==> config.mk <==
export PLATFORM = sky130hd
export DESIGN_NAME = otg_session_ctrl
export DESIGN_NICKNAME = d
export VERILOG_FILES = /design/src/rtl/otg_sess_pkg.sv /design/src/rtl/otg_sync.sv /design/src/rtl/otg_scan_timer.sv /design/src/rtl/otg_session_ctrl.sv
export SDC_FILE = /design/constraint.sdc
export NUM_CORES = 1
export LEC_CHECK = 0
export BUFFER_PORTS_ARGS = -buffer_cell sky130_fd_sc_hd__buf_2
export CELL_PAD_IN_SITES_DETAIL_PLACEMENT = 1
export CELL_PAD_IN_SITES_GLOBAL_PLACEMENT = 2
export CORE_ASPECT_RATIO = 0.6
export CORE_MARGIN = 5
export CORE_UTILIZATION = 41
export CTS_BUF_LIST = sky130_fd_sc_hd__clkbuf_8
export DETAILED_ROUTE_END_ITERATION = 8
export HOLD_SLACK_MARGIN = 0.1
export PLACE_DENSITY = 0.77
export RECOVER_POWER = 100
export SYNTH_ARGS = -nofsm -noshare
export SYNTH_HDL_FRONTEND = slang
export SYNTH_SLANG_ARGS = --single-unit
==> constraint.sdc <==
create_clock -name clk -period 2 [get_ports clk]
set_input_delay 0.1 -clock clk [delete_from_list [all_inputs] [get_ports clk]]
set_output_delay 0.1 -clock clk [all_outputs]
set_load 0.005 [all_outputs]
==> src/rtl/otg_sess_pkg.sv <==
package otg_sess_pkg;

    typedef enum logic [2:0] {
        ST_IDLE,
        ST_EVAL,
        ST_HOST_END,
        ST_ID_APPLY,
        ST_DEV_END,
        ST_VBUS
    } sess_state_t;

    localparam logic [1:0] ROLE_OTG  = 2'b00;
    localparam logic [1:0] ROLE_HOST = 2'b01;

    localparam logic [1:0] FORCE_LO = 2'b10;
    localparam logic [1:0] FORCE_HI = 2'b11;

endpackage

==> src/rtl/otg_sync.sv <==
module otg_sync #(
    parameter int W = 2
) (
    input  logic         clk,
    input  logic         rst_n,
    input  logic [W-1:0] raw,
    output logic [W-1:0] synced
);
    logic [W-1:0] meta;

    for (genvar b = 0; b < W; b++) begin : g_bit
        always_ff @(posedge clk or negedge rst_n) begin
            if (!rst_n) begin
                meta[b]   <= 1'b0;
                synced[b] <= 1'b0;
            end else begin
                meta[b]   <= raw[b];
                synced[b] <= meta[b];
            end
        end
    end
endmodule

==> src/rtl/otg_scan_timer.sv <==
module otg_scan_timer #(
    parameter int DEB_CYC  = 6_250_000,
    parameter int POLL_CYC = 31_250_000
) (
    input  logic       clk,
    input  logic       rst_n,
    input  logic [1:0] sig_s,
    input  logic       restart,
    input  logic       poll_on,
    output logic       scan_tick
);
    localparam int DW = $clog2(DEB_CYC + 1);
    localparam int PW = $clog2(POLL_CYC + 1);

    logic [1:0]    sig_d;
    logic          deb_act;
    logic [DW-1:0] deb_cnt;
    logic [PW-1:0] poll_cnt;
    logic          edge_seen;

    assign edge_seen = (sig_s != sig_d) | restart;

    always_ff @(posedge clk or negedge rst_n) begin
        if (!rst_n) begin
            sig_d     <= '0;
            deb_act   <= 1'b0;
            deb_cnt   <= '0;
            poll_cnt  <= '0;
            scan_tick <= 1'b0;
        end else begin
            sig_d     <= sig_s;
            scan_tick <= 1'b0;
            if (edge_seen) begin
                deb_act <= 1'b1;
                deb_cnt <= '0;
            end else if (deb_act) begin
                if (deb_cnt == DW'(DEB_CYC - 1)) begin
                    deb_act   <= 1'b0;
                    scan_tick <= 1'b1;
                end else begin
                    deb_cnt <= deb_cnt + 1'b1;
                end
            end
            if (poll_on) begin
                if (poll_cnt == PW'(POLL_CYC - 1)) begin
                    poll_cnt  <= '0;
                    scan_tick <= 1'b1;
                end else begin
                    poll_cnt <= poll_cnt + 1'b1;
                end
            end else begin
                poll_cnt <= '0;
            end
        end
    end


    deb_cnt_range_chk: assert property (@(posedge clk) disable iff (!rst_n)
        deb_cnt < DW'(DEB_CYC));


    deb_restart_chk: assert property (@(posedge clk) disable iff (!rst_n)
        edge_seen |=> (deb_act && deb_cnt == '0 && !(scan_tick && !poll_on)));
endmodule

==> src/rtl/otg_session_ctrl.sv <==
module otg_session_ctrl
    import otg_sess_pkg::*;
#(
    parameter int DEB_CYC      = 6_250_000,
    parameter int POLL_CYC     = 31_250_000,
    parameter int HOST_END_CYC = 25_000_000,
    parameter int DEV_END_CYC  = 125_000_000
) (
    input  logic        clk,
    input  logic        rst_n,
    input  logic        port_init,
    input  logic        port_shutdown,
    input  logic        mode_set,
    input  logic [1:0]  mode_sel,
    input  logic        id_pin,
    input  logic        vbus_pin,
    input  logic        has_id_det,
    input  logic        has_vbus_det,
    input  logic        poll_en,
    input  logic        vbus_en_req,
    output logic [17:12] isc_ctl,
    output logic        route_dev,
    output logic        bypass_en,
    output logic        host_changed,
    output logic        vbus_changed
);
    localparam int HOLD_MAX = (HOST_END_CYC > DEV_END_CYC) ? HOST_END_CYC : DEV_END_CYC;
    localparam int HW       = $clog2(HOLD_MAX + 1);

    sess_state_t state_q, state_d;

    logic [1:0]    sync_s;
    logic          scan_tick;
    logic          up_q, scan_pend;
    logic [1:0]    mode_q;
    logic [1:0]    pu_q, force_id_q, force_vbus_q;
    logic          id_q, id_known, vbus_q, vbus_known;
    logic          force_end_q, end_q, new_id, new_vbus;
    logic [HW-1:0] hold_cnt;
    logic          eff_id, eff_vbus, fe, id_diff, host_done, dev_done;

    otg_sync #(.W(2)) u_sync (
        .clk    (clk),
        .rst_n  (rst_n),
        .raw    ({id_pin, vbus_pin}),
        .synced (sync_s)
    );

    otg_scan_timer #(.DEB_CYC(DEB_CYC), .POLL_CYC(POLL_CYC)) u_timer (
        .clk       (clk),
        .rst_n     (rst_n),
        .sig_s     (sync_s),
        .restart   (vbus_en_req),
        .poll_on   (poll_en & up_q),
        .scan_tick (scan_tick)
    );

    always_comb begin
        unique case (mode_q)
            ROLE_HOST: eff_id = 1'b0;
            ROLE_OTG:  eff_id = has_id_det ? sync_s[1] : 1'b1;
            default:   eff_id = 1'b1;
        endcase
        eff_vbus  = has_vbus_det ? sync_s[0] : 1'b1;
        fe        = force_end_q | ((mode_q == ROLE_OTG) & ~has_vbus_det);
        id_diff   = ~id_known | (eff_id != id_q);
        host_done = (hold_cnt == HW'(HOST_END_CYC - 1));
        dev_done  = (hold_cnt == HW'(DEV_END_CYC - 1));
    end

    always_comb begin
        state_d = state_q;
        unique case (state_q)
            ST_IDLE:     if (scan_pend && up_q) state_d = ST_EVAL;
            ST_EVAL:     state_d = !id_diff ? ST_VBUS :
                                   (fe && !eff_id) ? ST_HOST_END : ST_ID_APPLY;
            ST_HOST_END: if (host_done) state_d = ST_ID_APPLY;
            ST_ID_APPLY: state_d = (end_q && new_id) ? ST_DEV_END : ST_VBUS;
            ST_DEV_END:  if (dev_done) state_d = ST_VBUS;
            ST_VBUS:     state_d = ST_IDLE;
            default:     state_d = ST_IDLE;
        endcase
    end

    always_ff @(posedge clk or negedge rst_n) begin
        if (!rst_n) state_q <= ST_IDLE;
        else if (port_init || port_shutdown) state_q <= ST_IDLE;
        else state_q <= state_d;
    end

    always_ff @(posedge clk or negedge rst_n) begin
        if (!rst_n) begin
            up_q <= 1'b0; scan_pend <= 1'b0; mode_q <= ROLE_OTG;
            pu_q <= 2'b00; force_id_q <= 2'b00; force_vbus_q <= 2'b00;
            id_q <= 1'b0; id_known <= 1'b0; vbus_q <= 1'b0; vbus_known <= 1'b0;
            force_end_q <= 1'b0; end_q <= 1'b0; new_id <= 1'b0; new_vbus <= 1'b0;
            hold_cnt <= '0; route_dev <= 1'b0; bypass_en <= 1'b0;
            host_changed <= 1'b0; vbus_changed <= 1'b0;
        end else begin
            host_changed <= 1'b0;
            vbus_changed <= 1'b0;
            unique case (state_q)
                ST_EVAL: begin
                    new_id      <= eff_id;
                    new_vbus    <= eff_vbus;
                    end_q       <= fe;
                    force_end_q <= 1'b0;
                    scan_pend   <= 1'b0;
                    hold_cnt    <= '0;
                    if (id_diff && fe && !eff_id) force_vbus_q <= FORCE_LO;
                end
                ST_HOST_END: begin
                    hold_cnt <= hold_cnt + 1'b1;
                    if (host_done) force_vbus_q <= FORCE_HI;
                end
                ST_ID_APPLY: begin
                    force_id_q   <= new_id ? FORCE_HI : FORCE_LO;
                    id_q         <= new_id;
                    id_known     <= 1'b1;
                    route_dev    <= new_id;
                    bypass_en    <= ~new_id;
                    host_changed <= 1'b1;
                    hold_cnt     <= '0;
                    if (end_q && new_id) force_vbus_q <= FORCE_LO;
                end
                ST_DEV_END: begin
                    hold_cnt <= hold_cnt + 1'b1;
                    if (dev_done) force_vbus_q <= FORCE_HI;
                end
                ST_VBUS: begin
                    force_vbus_q <= new_vbus ? FORCE_HI : FORCE_LO;
                    if (!vbus_known || new_vbus != vbus_q) vbus_changed <= 1'b1;
                    vbus_q     <= new_vbus;
                    vbus_known <= 1'b1;
                end
                default: ;
            endcase
            if (scan_tick) scan_pend <= 1'b1;
            if (mode_set) begin
                mode_q      <= mode_sel;
                id_known    <= 1'b0;
                force_end_q <= 1'b1;
                scan_pend   <= 1'b1;
            end
            if (port_init) begin
                pu_q       <= 2'b11;
                up_q       <= 1'b1;
                id_known   <= 1'b0;
                vbus_known <= 1'b0;
                scan_pend  <= 1'b1;
            end
            if (port_shutdown) begin
                pu_q      <= 2'b00;
                up_q      <= 1'b0;
                scan_pend <= 1'b0;
            end
        end
    end

    assign isc_ctl = {pu_q, force_id_q, force_vbus_q};


    host_pulse_once_chk: assert property (@(posedge clk) disable iff (!rst_n)
        host_changed |=> !host_changed);


    vbus_pulse_once_chk: assert property (@(posedge clk) disable iff (!rst_n)
        vbus_changed |=> !vbus_changed);


    host_end_low_chk: assert property (@(posedge clk) disable iff (!rst_n)
        (state_q == ST_HOST_END) |-> (isc_ctl[13:12] == FORCE_LO));


    dev_end_low_chk: assert property (@(posedge clk) disable iff (!rst_n)
        (state_q == ST_DEV_END) |-> (isc_ctl[13:12] == FORCE_LO && isc_ctl[15:14] == FORCE_HI));


    shutdown_pullup_chk: assert property (@(posedge clk) disable iff (!rst_n)
        port_shutdown |=> (isc_ctl[17:16] == 2'b00));


    route_bypass_chk: assert property (@(posedge clk) disable iff (!rst_n)
        host_changed |-> (route_dev != bypass_en));


    idle_when_down_chk: assert property (@(posedge clk) disable iff (!rst_n)
        !up_q |-> (state_q == ST_IDLE && !host_changed));
endmodule

# Word-level counts from Yosys, hierarchy flattened
# Cells that the tools add are included.
[totals]
ff_bits = 107
output_inout_bits = 10
elab_cells = 134
[op_classes]
addsub = 3
n_eq_ne = 21
mux = 50
bitwise_logic = 8
n_reduce_logical = 24
[ops]
columns = ["op", "n"]
rows = [
  ["$mux W23", 3],
  ["$pmux W27 S2", 1],
  ["$mux W25", 2],
  ["$mux W1", 30],
  ["$add A27 B1 Y27 const B", 1],
  ["$eq A27 B25 Y1 const B", 1],
  ["$eq A27 B27 Y1 const B", 1],
  ["$add A25 B1 Y25 const B", 1],
  ["$eq A25 B25 Y1 const B", 1],
  ["$add A23 B1 Y23 const B", 1],
  ["$eq A23 B23 Y1 const B", 1],
  ["$mux W3", 5],
  ["$pmux W3 S5", 1],
  ["$mux W2", 6],
  ["$pmux W2 S5", 1],
  ["$reduce_bool A2 Y1", 5],
  ["$reduce_bool A5 Y1", 2],
  ["$ne A3 B3 Y1 const B", 3],
  ["$ne A2 B2 Y1 const B", 4],
  ["$eq A3 B2 Y1 const B", 2],
  ["$eq A3 B3 Y1 const B", 2],
  ["$logic_and A1 B1 Y1", 5],
  ["$reduce_and A5 Y1", 1],
  ["$reduce_or A2 Y1", 2],
  ["16 further kinds", 24],
]

# Longest topological paths before layout
# Gate-level depths: netlist of run 1.
[depth]
depth_word = 8
depth_mapped = 7

# By module
# A second synthesis of run 1 with hierarchy kept.
[hier_totals]
cells_unflattened = 528
hier_area_um2 = 5142.4
[modules_own_cells]
columns = ["mod", "instances", "cells_each", "area_each_um2", "seq_area_each_um2"]
rows = [
  ["otg_scan_timer", 1, 278, 2656.3, 1301.2],
  ["otg_session_ctrl", 1, 246, 2386.0, 1201.2],
  ["otg_sync", 1, 4, 100.1, 100.1],
]

# Worst setup path after synthesis of run 1
# OpenSTA, ideal clock, no wires.
[synth_timing]
path_type = "register -> register"
start = "reg hold_cnt[0]"
end = "reg hold_cnt[22]"
setup_time_ns = 0.127
arrival_ns = 1.702
required_time_ns = 1.873
setup_slack_ns = 0.171
stages_incl_launch_ff = 8
path_buffers = 1
period_less_slack_ns = 1.829
cell_sequence = "dfrtp_1 > ha_1 > and4_1 > nand3_1 > or3b_1 > buf_2 > o211ai_2 > o31ai_2"
[synth_via]
elab_chain_len = 2
[synth_rtl]
columns = ["element", "line_no", "source"]
rows = [
  ["start, declared", "otg_session_ctrl.sv:39", "logic [HW-1:0] hold_cnt;"],
  ["start signal, assigned", "otg_session_ctrl.sv:113", "hold_cnt <= hold_cnt + 1'b1;"],
  ["start signal, assigned", "otg_session_ctrl.sv:127", "hold_cnt <= hold_cnt + 1'b1;"],
  ["$add A27 B1 Y27", "otg_session_ctrl.sv:113, otg_session_ctrl.sv:127", ""],
  ["$pmux W27 S2", "otg_session_ctrl.sv:102", "unique case (state_q)"],
]
# Every way passes these cells.
# A chain may end at the register's enable or synchronous reset.

# Final worst setup path of run 1
[layout_timing]
start = "reg u_timer.deb_cnt[4]"
end = "reg u_timer.deb_cnt[21]"
[layout_via]
elab_chain_len = 4
elab_cells_between_ends = 7
cone_classes = "1 x add/sub; 2 x eq/ne; 3 x mux; 1 x reduce/logical"
[layout_rtl]
columns = ["element", "line_no", "source"]
rows = [
  ["start, declared", "otg_scan_timer.sv:17", "logic [DW-1:0] deb_cnt;"],
  ["start signal, assigned", "otg_scan_timer.sv:41", "deb_cnt <= deb_cnt + 1'b1;"],
  ["$add A23 B1 Y23", "otg_scan_timer.sv:41", ""],
  ["$mux W23", "otg_scan_timer.sv:37", "if (deb_cnt == DW'(DEB_CYC - 1)) begin"],
  ["$mux W23", "otg_scan_timer.sv:36", "end else if (deb_act) begin"],
  ["$mux W23", "otg_scan_timer.sv:33", "if (edge_seen) begin"],
]
# Parallel ways exist; a longest one is shown, timed or not. The select of a mux whose other input is x is not followed.

==> flow_summary.toml, run 1 <==
[clocking]
htreeDepth = 3
clk_path_buf_depth = 2
clkTransAtPathRegs_ns = 0.11
cts_sinks = 104
cts-root-buf = "clkbuf_8"
insertion_delay_ns = 0.38
cts_inserted_buffers = 9
cts_tree = "done"

[floorplan]
coreArea_um2 = 12890
num_rows = 32
dieArea_um2 = 15650
start_util = 0.4191
pin_count = 23
die_height_um = 98.92
die_w_um = 158.2

[drt]
viasPerCell = 5.637
drc = 0
dr_wl_met3_um = 507
avgRoutedWirePerCell_um = 18.26
via_count = 4487
wl_met2_mm = 6.213
drt_wl_total_mm = 14.54
top_layer_used = "met4"
ant_nets = 0
first_iter_violations = 199
met1_length_mm = 7.728
drtPass1Iterations = 4

[worst_setup_path]
max_stage_delay_ns = 0.46
crit_type = "flip-flop to flip-flop"
critPathMaxFanout = 10
crit_required_ns = 2.30
crit_arrival_ns = 2.23
crit_chain = "and4bb_2 -> nand4_1 -> o211ai_2 -> buf_4 -> or4_1 -> a21oi_1"
worstSetupStartpointType = "flip-flop"
critPathCaptureType = "flip-flop"
slowest_stage = "dfrtp_1"

[sta]
holdWs_ns = 0.1329
hold_viol = 0
tightest_slew_ns = 0.6909
fin_skew_ns = 0.01633
setup_ws_ns = 0.07879
fin_crit_ns = 1.921
post-route-period-util = 0.9606
relSlewSlack = 0.5394
fin_tns_setup_ns = 0
max_freq_mhz = 520.5
rsz0062_at_grt = "no"
slew_violations = 0
setup_viol = 0

[yosys]
synthTopCellsByArea = "dfrtp_1, nand2_1, xor2_1, nor2_1, nand3_1"
ys_ff_latch = 104
ys_async_sr_fraction = 1.000
synth_top_cell_by_area = "dfrtp_1"
ys.flop_type = "dfrtp_1"
syn_area_per_cell_um2 = 9.700
syn-instance-count = 557
synth_edf_count = 0
synth_fp_nets = 573
netlist_area_um2 = 5403
synth_seq_area_share = 0.4817
synth_top_area_share = 0.4817
synth.distinct_cells = 61
synth_warnings = 0

[global_routing]
grt.total_usage = 0.1989
grt_overflow = 0
grt_pass1_vias = 4730
antenna_found_initial = 0
grt_pass1_wl_mm = 24.95
grt_max_degree = 51

[placed_design]
placed_cells = 767
portBuffers = 22
gp_congestion = 0.7993
dpl.hpwl_mm = 10.87
dp_slack_ns = 0.04063

[status]
status = "finished clean"

[power_and_ir_drop]
clockPowerShare = 0.345
cellLeakagePower_nw = 2.686
ir_drop_mv = 0.3955
fin_total_pwr_mw = 3.768
cellInternalPower_mw = 2.764
comb_power_share = 0.073
p_switching_mw = 1.005
swShare = 0.2666
power_frac_seq = 0.582
power.density_nw_per_um2 = 605.4

[layout]
stdcell_count = 796
fin_nets = 637
drive_above_1_share = 0.1581
diodes = 0
fill_cells = 1496
areaGrowthSynthToFinish_pct = 15.22

[run]
maxCapViolCount = 0

[hold_path]
min_path_type = "input port to flip-flop"
sequential cells by signal (all words and copies together), names as in the netlist, 2 cells and up:
name,flops
force_id_q,2
force_vbus_q,2
hold_cnt,27
mode_q,2
state_q,3
u_sync.meta,2
u_sync.synced,2
u_timer.deb_cnt,23
u_timer.poll_cnt,25
u_timer.sig_d,2
power by group through the flow:
stage | clock network [mW] | logic [mW] | registers (mW)
finish | 1.30 | 0.275 | 2.19
global route | 1.44 | 0.314 | 2.20
CTS | 1.35 | 0.289 | 2.19
detailed placement | 0 | 0.266 | 2.23
global placement | 0 | 0.257 | 2.23
floorplan | 0 | 0.119 | 2.22
final cells by class:
cell class | instances | area [um2] | area share
Multi-Input combinational cell | 421 | 2659 | 0.4271
Sequential cell | 104 | 2603 | 0.4181
Timing Repair Buffer | 79 | 538.0 | 0.08643
Tap cell | 170 | 212.7 | 0.03417
Clock buffer | 10 | 137.6 | 0.02211
Clock inverter | 6 | 52.55 | 0.008442
Inverter | 6 | 22.52 | 0.003618
placed cells by master, fill, tap and decap left out, drive strengths merged, types with 3 or more instances in the layout:
cell	count
mux2i	14
nand4b	3
inv	7
or4	8
o211ai	19
dlygate4sd3	13
and2	5
o21a	5
a21oi	24
nor2	55
a22oi	5
xor2	25
ha	3
nand3	31
or3	13
buf	50
nor4	5
and3	20
a31oi	4
nand4	19
nand2	63
clkbuf	26
o21ai	25
nor3	9
nand2b	5
nor2b	5
o31ai	4
dfrtp	104
and4	10
xnor2	8
mux2	9
nor4b	3
clkinv	5
stage by stage:
step / cell area [um2] / utilization
after floorplan: 5403 / -
after global placement: 5947 / 0.4613
after detailed placement: 5947 / 0.4613
after CTS: 6267 / 0.4861
after global routing: 6225 / 0.4828
final: 6225 / 0.4828
logic make-up after synthesis:
logic type	synth area share
adders and majority gates	0.006948
DFF	0.4817
AOI/OAI and AO/OA	0.1262
xor gates and xnor gates	0.05489
and+or+nand+nor	0.2585
buffers and inverters	0.02710
muxes	0.04470
critical path: cells and delay by family (launching register included):
kind / cells / cell delay (ns)
flip-flops: 1 / 0.46
AND/OR/NAND/NOR: 3 / 0.92
AO/OA/AOI/OAI: 2 / 0.29
buffers and inverters: 1 / 0.19
cells in the mapped netlist (2+ instances only):
cell	number
nor4_1	4
nor4b_1	3
buf_2	9
buf_4	4
dfrtp_1	104
nand4_1	17
o2111ai_1	2
o21a_1	5
or4_1	8
xor2_1	24
o31ai_2	2
mux2i_1	14
and3_1	19
nor3_1	9
and4bb_2	2
a2bb2oi_1	2
nor2_1	54
a211oi_1	2
o211ai_2	4
nand2b_1	5
a41o_1	2
o31ai_1	2
nor2b_1	5
and2_1	5
inv_1	5
buf_1	2
o21ai_0	24
xnor2_1	8
nand3_1	30
o211ai_1	15
nand2_1	62
a22oi_1	5
nand4_2	2
ha_1	3
or3_1	13
a31oi_1	4
clkbuf_1	11
o221ai_1	2
a21oi_1	24
mux2_2	8
nand4b_1	3
and4_1	10
per-layer routing:
| layer | track usage | vias to the layer above |
|---|---|---|
| li1 | - | 2163 |
| met1 | 0.3116 | 2273 |
| met2 | 0.2894 | 44 |
| met3 | 0.03774 | 7 |
| met4 | 0.03211 | 0 |
| met5 | 0 | - |
repair_timing:
action,in CTS,in global routing
hold buffers,13,0
endpoints found under the hold margin,115,0
setup endpoints to repair,0,7
buffers inserted,0,0
gates resized for setup,0,4
final timing paths:
kind                       slack, ns  cells after the start                               to                            from
max reg2reg                     0.08                      6  u_timer.deb_cnt[21]$_DFFE_PN0P_  u_timer.deb_cnt[4]$_DFFE_PN0P_
min reg2reg                     0.36                      0       u_sync.synced[1]$_DFF_PN0_        u_sync.meta[1]$_DFF_PN0_
max                             0.08                      6  u_timer.deb_cnt[21]$_DFFE_PN0P_  u_timer.deb_cnt[4]$_DFFE_PN0P_
min                             0.13                      4        u_timer.deb_act$_DFF_PN0_                     vbus_en_req
max in group asynchronous       0.44                      4               new_id$_DFFE_PN0P_                           rst_n
min in group asynchronous       0.63                      3          force_end_q$_DFFE_PN0P_                           rst_n
(Power assumes the default switching activity.)
==> run 2, diff against run 1 <==
- SETUP_SLACK_MARGIN: default -> 0.5
==> flow_summary.toml, run 2 (same netlist as run 1, synthesis figures left out) <==
[placed_design]
dp_slack_ns = 0.07212
gp_congestion = 0.8084
dpl.hpwl_mm = 10.38
place_area_um2 = 5947
portBuffers = 22

[sta]
fin_tns_setup_ns = 0
fin_crit_ns = 1.923
post-route-period-util = 0.9616
relSlewSlack = 0.2492
setup_viol = 0
setup_ws_ns = 0.07674
fin_skew_ns = 0.006734
tightest_slew_ns = 1.126
max_freq_mhz = 519.9
hold_viol = 0
slew_violations = 0
rsz0062_at_grt = "yes"

[layout]
final_cell_mix = "dfrtp_1, buf_4, nand2_1, nor2_1, buf_6"
diodes = 0
reg.largest.list = "hold_cnt (27), u_timer.poll_cnt (25), u_timer.deb_cnt (23)"
areaGrowthSynthToFinish_pct = 41.27
final_core_util = 0.5920
largest_register_ffs = 27
max_flop_register = "hold_cnt"
fill_cells = 1391
final_area_um2 = 7632
drive_above_1_share = 0.3507
mostFrequentLayoutCell = "dfrtp_1"
fin_nets = 723

[floorplan]
coreArea_um2 = 12890
start_util = 0.4191
pin_count = 23
num_rows = 32
die_w_um = 158.2
dieArea_um2 = 15650
die_height_um = 98.92

[power_and_ir_drop]
power.density_nw_per_um2 = 509.3
cellLeakagePower_nw = 3.310
ir_drop_mv = 0.2936
fin_total_pwr_mw = 3.887

[global_routing]
grt.total_usage = 0.2162
grt_pass1_wl_mm = 26.88
grt_pass1_vias = 5019
antenna_found_initial = 0
grt_max_degree = 57
use_met1 = 0.3272
busiest_layer = "met1"
use_met2 = 0.3239
use_met3 = 0.03993
grt_overflow = 0

[worst_setup_path]
slowest_stage = "or4_1"
crit_arrival_ns = 2.23
crit_chain = "ha_1 -> and2_4 -> nand3_4 -> buf_6 -> o21ai_4 -> clkbuf_1 -> or4_1 -> nand2_1"
crit_required_ns = 2.31
worstSetupStartpointType = "flip-flop"
crit_type = "flip-flop to flip-flop"
max_stage_delay_ns = 0.51
critPathMaxFanout = 4
critPathCaptureType = "flip-flop"
r2r_slack_ns = 0.08

[drt]
via_count = 5106
ant_nets = 0
drc = 0
viasPerCell = 5.802
avgRoutedWirePerCell_um = 21.01
drtPass1Iterations = 5
drt_wl_total_mm = 18.49
first_iter_violations = 278

[clocking]
cts-root-buf = "clkbuf_8"
htreeDepth = 3
cts_sinks = 104
cts_tree = "done"
insertion_delay_ns = 0.37
clk_path_buf_depth = 2
cts_inserted_buffers = 9
clkTransAtPathRegs_ns = 0.10

[run]
maxCapViolCount = 0

[hold_path]
min_path_type = "flip-flop to flip-flop"

[status]
status = "finished clean"
[run 2: routing by layer]
layer,vias to the layer above,part of all wire
met5,-,0
met4,0,0.015
met3,27,0.040
met2,126,0.47
met1,2627,0.47
li1,2326,-
[run 2: through the flow]
stage	hold WS [ns]	instances
2_1_floorplan	-0.1956	557
5_1_grt	0.3858	880
3_5_place_dp	-0.001886	756
4_1_cts	0.1279	836
6_report	0.3583	880
3_3_place_gp	-0.003078	756
[run 2: path summary, 6_finish.rpt]
path                       cells after the start                            from                               to
setup / recovery                               8  u_timer.deb_cnt[1]$_DFFE_PN0P_   u_timer.deb_cnt[4]$_DFFE_PN0P_
hold / removal                                 0        u_sync.meta[0]$_DFF_PN0_       u_sync.synced[0]$_DFF_PN0_
setup reg to reg                               8  u_timer.deb_cnt[1]$_DFFE_PN0P_   u_timer.deb_cnt[4]$_DFFE_PN0P_
hold reg to reg                                0        u_sync.meta[0]$_DFF_PN0_       u_sync.synced[0]$_DFF_PN0_
max in group asynchronous                      3                           rst_n         hold_cnt[17]$_DFFE_PN0P_
min in group asynchronous                      2                           rst_n  u_timer.deb_cnt[16]$_DFFE_PN0P_
[run 2: final cells by class]
cell class              count  area, um2  area share
flip-flops and latches    104       2615      0.3426
clock buffers               9      123.9     0.01623
repair buffers            165       1454      0.1905
clock inverters             5      52.55    0.006885
well taps                 170      212.7     0.02787
multi-input cells         421       3152      0.4130
inverters                   6      22.52    0.002951
[run 2: critical path, delay by kind of cell (launching register included)]
kind,cells,cell delay [ns]
adders and majority gates,1,0.21
and+or+nand+nor,4,0.88
buffers and inverters,2,0.31
DFF,1,0.40
AOI/OAI and AO/OA,1,0.06
[run 2: repair_timing]
| item | CTS | global route |
|---|---|---|
| setup buffers | 50 | 42 |
| hold endpoints to repair | 118 | 0 |
| hold buffers | 13 | 0 |
| cloned | 3 | 2 |
| setup endpoints to repair | 81 | 82 |
| pin swaps | 63 | 62 |
| resized for setup | 84 | 114 |
[run 2: power breakdown]
group	internal [mW]	leakage (nW)	switching, mW	total [mW]
Sequential	2.15	1.39	0.0528	2.20
Clock	0.558	0.0898	0.748	1.31
Combinational	0.181	1.84	0.201	0.382
Total	2.89	3.31	1.00	3.89
